### config.mk
export PLATFORM = sky130hd
export DESIGN_NAME = sec_classifier
export DESIGN_NICKNAME = d
export VERILOG_FILES = /design/src/rtl/sec_cls_pkg.sv /design/src/rtl/sec_addr_map.sv /design/src/rtl/sec_state_bank.sv /design/src/rtl/sec_label.sv /design/src/rtl/sec_classifier.sv
export SDC_FILE = /design/constraint.sdc
export NUM_CORES = 1
export LEC_CHECK = 0
export CAP_MARGIN = 20
export CORE_ASPECT_RATIO = 1.2
export CORE_MARGIN = 10
export CORE_UTILIZATION = 55
export CTS_CLUSTER_DIAMETER = 50
export DETAILED_ROUTE_END_ITERATION = 10
export DONT_BUFFER_PORTS = 1
export HOLD_SLACK_MARGIN = 0.1
export PLACE_DENSITY = 0.73
export SYNTH_ARGS = -nofsm -noshare
export SYNTH_HDL_FRONTEND = slang
export SYNTH_SLANG_ARGS = --single-unit
### constraint.sdc
create_clock -name clk -period 1.9 [get_ports clk]
set_input_delay 0.57 -clock clk [delete_from_list [all_inputs] [get_ports clk]]
set_output_delay 0.57 -clock clk [all_outputs]
set_load 0.02 [all_outputs]
### src/rtl/sec_cls_pkg.sv
package sec_cls_pkg;
  typedef enum logic [1:0] {
    SEC_IDLE = 2'd0,
    SEC_PEND = 2'd1,
    SEC_HELD = 2'd2
  } sec_state_e;
endpackage

### src/rtl/sec_addr_map.sv
module sec_addr_map #(
  parameter int ADDR_W    = 32,
  parameter int BLK_OFF_W = 6,
  parameter int SEC_BLK_W = 2,
  parameter int SET_W     = 4
) (
  input  logic [ADDR_W-1:0] addr,
  output logic [SET_W-1:0]  set_idx
);
  localparam int SHIFT = BLK_OFF_W + SEC_BLK_W;

  // section number modulo set count: low bits of the shifted address
  function automatic logic [SET_W-1:0] section_to_set(input logic [ADDR_W-1:0] a);
    return SET_W'(a >> SHIFT);
  endfunction

  assign set_idx = section_to_set(addr);
endmodule

### src/rtl/sec_state_bank.sv
module sec_state_bank
  import sec_cls_pkg::*;
#(
  parameter int SET_W = 4
) (
  input  logic             clk,
  input  logic             rst_n,
  input  logic             lkp_fire,
  input  logic [SET_W-1:0] lkp_set,
  input  logic             lkp_tc_hit,
  input  logic             fill_valid,
  input  logic [SET_W-1:0] fill_set,
  input  logic             evict_valid,
  input  logic [SET_W-1:0] evict_set,
  output sec_state_e       cur_state,
  output logic [(1<<SET_W)-1:0] active_vec
);
  localparam int NUM_SETS = 1 << SET_W;

  sec_state_e st_q [NUM_SETS];

  function automatic sec_state_e next_state(
    input sec_state_e cur, input logic ev, input logic fl,
    input logic lk, input logic hit);
    if (ev)                           return SEC_IDLE;
    if (fl)                           return SEC_HELD;
    if (lk && cur == SEC_IDLE)        return hit ? SEC_HELD : SEC_PEND;
    return cur;
  endfunction

  for (genvar s = 0; s < NUM_SETS; s++) begin : g_set
    logic ev_here, fl_here, lk_here;
    assign ev_here = evict_valid && (evict_set == SET_W'(s));
    assign fl_here = fill_valid  && (fill_set  == SET_W'(s));
    assign lk_here = lkp_fire    && (lkp_set   == SET_W'(s));

    always_ff @(posedge clk) begin
      if (!rst_n) st_q[s] <= SEC_IDLE;
      else        st_q[s] <= next_state(st_q[s], ev_here, fl_here, lk_here, lkp_tc_hit);
    end

    assign active_vec[s] = (st_q[s] != SEC_IDLE);
  end

  assign cur_state = st_q[lkp_set];
endmodule

### src/rtl/sec_label.sv
module sec_label
  import sec_cls_pkg::*;
(
  input  logic       lkp_valid,
  input  logic       lkp_tc_hit,
  input  sec_state_e set_state,
  output logic       lead_evt
);
  function automatic logic is_leading(input sec_state_e st, input logic hit);
    return (st == SEC_IDLE) && !hit;
  endfunction

  assign lead_evt = lkp_valid && is_leading(set_state, lkp_tc_hit);
endmodule

### src/rtl/sec_classifier.sv
module sec_classifier
  import sec_cls_pkg::*;
#(
  parameter int ADDR_W    = 32,
  parameter int BLK_OFF_W = 6,
  parameter int SEC_BLK_W = 2,
  parameter int SET_W     = 4
) (
  input  logic              clk,
  input  logic              rst_n,
  input  logic              lkp_valid,
  input  logic [ADDR_W-1:0] lkp_addr,
  input  logic              lkp_tc_hit,
  input  logic              fill_valid,
  input  logic [SET_W-1:0]  fill_set,
  input  logic              evict_valid,
  input  logic [SET_W-1:0]  evict_set,
  output logic              cls_valid,
  output logic              cls_leading,
  output logic [SET_W-1:0]  cls_set
);
  localparam int NUM_SETS = 1 << SET_W;

  logic [SET_W-1:0]    lkp_set;
  sec_state_e          lkp_state;
  logic                lead_evt;
  logic [NUM_SETS-1:0] active_vec;

  sec_addr_map #(
    .ADDR_W(ADDR_W), .BLK_OFF_W(BLK_OFF_W),
    .SEC_BLK_W(SEC_BLK_W), .SET_W(SET_W)
  ) u_map (
    .addr(lkp_addr), .set_idx(lkp_set)
  );

  sec_state_bank #(.SET_W(SET_W)) u_bank (
    .clk(clk), .rst_n(rst_n),
    .lkp_fire(lkp_valid), .lkp_set(lkp_set), .lkp_tc_hit(lkp_tc_hit),
    .fill_valid(fill_valid), .fill_set(fill_set),
    .evict_valid(evict_valid), .evict_set(evict_set),
    .cur_state(lkp_state), .active_vec(active_vec)
  );

  sec_label u_label (
    .lkp_valid(lkp_valid), .lkp_tc_hit(lkp_tc_hit),
    .set_state(lkp_state), .lead_evt(lead_evt)
  );

  assign cls_valid   = lkp_valid;
  assign cls_leading = lead_evt;
  assign cls_set     = lkp_set;
endmodule

=== Yosys cells after proc, flatten, opt, wreduce, memory -nomap -nowiden ===
Memory sizes are Yosys's and may differ from the RTL's.
Cells that the tools add are included.
W data, S select, Z words.

* Muxes and demuxes: 275
* Bitwise operators: 16
* Reduce and logical (&&, ||, !) cells: 87
* Equality and inequality tests: 45

{| class="wikitable"
|+ Operators with widths
! kind !! number
|-
| $mux W2 || 129
|-
| $mux W1 || 146
|-
| $eq A4 B4 Y1 const B || 24
|-
| $logic_and A1 B1 Y1 || 66
|-
| $eq A4 B3 Y1 const B || 12
|-
| $logic_not A2 Y1 || 17
|-
| $eq A4 B2 Y1 const B || 6
|-
| $or A1 B1 Y1 || 16
|-
| $eq A4 B1 Y1 const B || 3
|-
| $logic_not A4 Y1 || 3
|-
| $logic_not A1 Y1 || 1
|}

* Output and inout port bits: 6
* Flip-flop bits (word level): 0
* Memory bits (writable): 32
* Word-level logic and storage cells: 424
* Memories kept: 1

{| class="wikitable"
|+ Memories
! memory !! depth !! width !! rd ports !! clocked after memory_dff !! wr ports !! line !! text
|-
| u_bank.st_q || 16 || 2 || 17 || 0 || 16 || sec_state_bank.sv:20 || <nowiki>sec_state_e st_q [NUM_SETS];</nowiki>
|}

=== Longest topological paths before layout ===
* Depth after elaboration: 14
* Gate-level depth with buffers: 5
* Mapped depth without buffers: 4

=== By module ===
Synthesis repeated with hierarchy kept, for this count alone.

* Cell total of the unflattened synthesis: 230
* Area total of the unflattened synthesis: 1964.4 µm²

{| class="wikitable"
|+ By module, submodules not included
! module !! area each (µm²) !! cells an instance !! sequential area each (µm²) !! times used
|-
| sec_state_bank || 1911.8 || 224 || 640.6 || 1
|-
| sec_addr_map || 30.0 || 4 || 0.0 || 1
|-
| sec_label || 15.0 || 1 || 0.0 || 1
|-
| sec_classifier || 7.5 || 1 || 0.0 || 1
|}

=== Worst setup path after synthesis ===
No wires, ideal clock.

* Kind: input port to output port
* Start: in lkp_addr[8]
* End: out cls_leading
* Slack: -0.120 ns
* Stages on the path: 5
* Data arrival time: 1.450 ns
* Path buffers: 1
* Cell sequence: buf_4 nor3_1 a21oi_1 a221oi_1 o221a_1

* Longest elaborated chain between the ends: 4

{| class="wikitable"
|+ RTL lines
! element !! line !! text
|-
| start, declared || sec_classifier.sv:12 || <nowiki>input logic [ADDR_W-1:0] lkp_addr,</nowiki>
|-
| $mem_v2 Z16 W2 || -- ||
|-
| $logic_not A2 Y1 || sec_label.sv:10 || <nowiki>return (st == SEC_IDLE) && !hit;</nowiki>
|-
| $logic_and A1 B1 Y1 || sec_label.sv:10 ||
|-
| $logic_and A1 B1 Y1 || sec_label.sv:13 || <nowiki>assign lead_evt = lkp_valid && is_leading(set_state, lkp_tc_hit);</nowiki>
|-
| end, declared || sec_classifier.sv:19 || <nowiki>output logic cls_leading,</nowiki>
|}

Every way passes these cells.

==> metrics.cfg <==
[clock_network]
cts_inserted_buffers=5
cts.clk_slew.worst_paths_ps=90
cts_htree_levels=2
cts_root_buffer=clkbuf_4
clockBufferDepth=2
clock_sinks=32
clock_latency_ps=340
cts_tree=built
ctsHoldBuffers=0

[synthesis]
synth.most_common_cell=nor2_1
yosysTopAreaCell=dfxtp_1
synth_edf_count=0
ys_types=33
synth_nets=265
netlist_instances=219
synth_area_leaders=dfxtp_1 37%, nor2_1 8.8%, nor3_1 8.0%
synthArstFlopShare_pct=0
synth_top_area_share_pct=36.7
ys_ff_latch=32
synth_area_mm2=0.00174
synth_seq_area_share_pct=36.7
synth_flop_cell=dfxtp_1
yosys-top-cells-count=41 x nor2_1, 32 x dfxtp_1, 28 x nor3_1, 18 x a21oi_1, 17 x o21ai_0
avgSynthCellArea_um2=7.96
yosys_warnings=0

[sta]
fmax_ghz=0.493
finalCriticalPeriod_ps=2030
rsz0062_at_grt=true
finalSetupViolations=1
hold_viol=0
post-route-period-util_pct=107
tightest_slew_ps=401
skew_ps=4.33
post-route-worst-setup-slack_ps=-129
slew_viol_final=0
max_slew_margin_pct=73.0

[setup_path]
cp_max_fo=2
timing.critical_path.from=u_bank.st_q[11][0]
crit_end=cls_leading
start_kind=flip-flop
worstReg2RegStart=u_bank.st_q[14][1]
critical_path_class=reg2out
setup.worst_path.end_class=output port
r2r_slack_ps=700
arrival_ps=1460
r2r_cells=4
r2r-end=u_bank.st_q[14][0]
crit_required_ps=1330

[final_layout]
largest_register_ffs=32
nets=270
drive_gt1_share_pct=23.2
top_register=u_bank.st_q
fillers=281
diodes=0
syn_to_final_growth_pct=9.76
final-instance-count-excl-fill=260
reg_top3=u_bank.st_q (32)
fin_util_pct=62.7

[pwr]
finalPower_uw=1230
worst_ir_drop_vdd_uv=460
power_density_mw_per_mm2=644
power_leakage_uw=0.000627

[run_status]
violations=negative setup slack
status=finished with violations

[die]
die_height_um=81.7
start_util_pct=57.1
dieWidth_um=71.4
ios=52
die_area_mm2=0.00583
coreArea_mm2=0.00306
row_count=22

[grt]
gr-usage-all-layers_pct=17.0
grt-ovfl-total=0
grt_first_pass_wirelength_um=7980
grt_max_degree=18
antenna_found_initial=0
first_global_vias=1727

[job]
cap_violations=0

[detailed_routing]
vias=1743
drt_first_pass_iters=5
avgRoutedWirePerCell_um=18.6
route.detailed.vias_per_inst=6.70
wl_um=4830
ant_nets=0
drc_errors=0
drt_iter0_markers=195

[placement]
port_buffers=0
dp_hpwl_um=3600
dp_cells=247
gp_congestion=0.837
dpl_worst_slack_ps=-96.7

[hold_path]
hold_start=lkp_tc_hit
hold_class=in2reg

metrics by stage:
step,setup TNS [ps],cell area [um2],hold slack [ps]
after floorplan,-70.2,1770,442
after global placement,-88.2,1780,457
after detailed placement,-96.7,1780,469
after CTS,-156,1890,363
after global routing,-222,1910,352
final,-129,1910,373
worst max-delay path: stages, from the launching register on:
cell	delay, ps
dfxtp_1	330
nor2_2	130
a21oi_1	110
a221oi_2	250
o221a_2	300
layer usage:
layer	GRT usage (%)	vias up	wire length, um
met3	5.19	13	318
met1	17.6	846	1870
li1	-	834	-
met2	30.2	50	2540
met5	0	-	0
met4	8.91	0	97
what timing repair did:
action | CTS | global route
setup endpoints to repair | 1 | 1
endpoints found under the hold margin | 0 | 0
pin swaps | 8 | 7
setup buffers | 4 | 2
gates resized for setup | 15 | 3
cell type report:
cell class	instances	area, um2	area share, %
clock inverter	1	5.00	0.261
multi-input combinational	172	1080	56.3
inverter	1	5.00	0.261
clock buffer	6	41.3	2.16
timing repair buffer	12	90.1	4.71
tap	36	45.0	2.35
sequential	32	649	33.9
worst min path at each step:
stage	end	slack [ps]	cells after the start
finish	u_bank.st_q[12][1]	370	2
global route	u_bank.st_q[4][1]	350	2
CTS	u_bank.st_q[6][1]	360	2
detailed placement	u_bank.st_q[3][1]	470	2
global placement	u_bank.st_q[3][1]	460	2
floorplan	u_bank.st_q[14][1]	440	2
power by group:
part           internal (uW)  leakage [uW]  switching [uW]
Combinational           68.8      0.000337            96.3
Sequential               686      0.000262            12.4
Clock                    136     0.0000281             233
cell usage in the layout (no fill, tap or decap), types with 2 or more instances in the layout:
| cell type | Yosys | routed |
|---|---|---|
| a211oi_1 | 8 | 8 |
| a21oi_1 | 18 | 16 |
| a21oi_2 | 1 | 3 |
| a221oi_2 | 0 | 2 |
| a311oi_1 | 3 | 3 |
| a31oi_1 | 3 | 3 |
| a41oi_1 | 8 | 8 |
| and3_1 | 2 | 2 |
| and3b_1 | 2 | 2 |
| buf_4 | 6 | 12 |
| clkbuf_4 | 0 | 5 |
| clkinv_2 | 0 | 2 |
| dfxtp_1 | 32 | 25 |
| dfxtp_2 | 0 | 7 |
| nand2_1 | 3 | 3 |
| nand2b_1 | 4 | 4 |
| nand3_1 | 3 | 3 |
| nand3b_1 | 5 | 5 |
| nand4_1 | 8 | 8 |
| nor2_1 | 41 | 37 |
| nor2_2 | 1 | 4 |
| nor2b_1 | 2 | 2 |
| nor3_1 | 28 | 24 |
| nor3_2 | 3 | 6 |
| nor4b_4 | 2 | 2 |
| o21ai_0 | 17 | 17 |
| or2_2 | 2 | 2 |
kinds of logic after synthesis:
group                  Yosys count  share of synthesized area (%)
buffers and inverters           15                           4.95
AO/OA/AOI/OAI                   61                           22.2
AND/OR/NAND/NOR                111                           36.1
flip-flops                      32                           36.7
(Power assumes the default switching activity.)
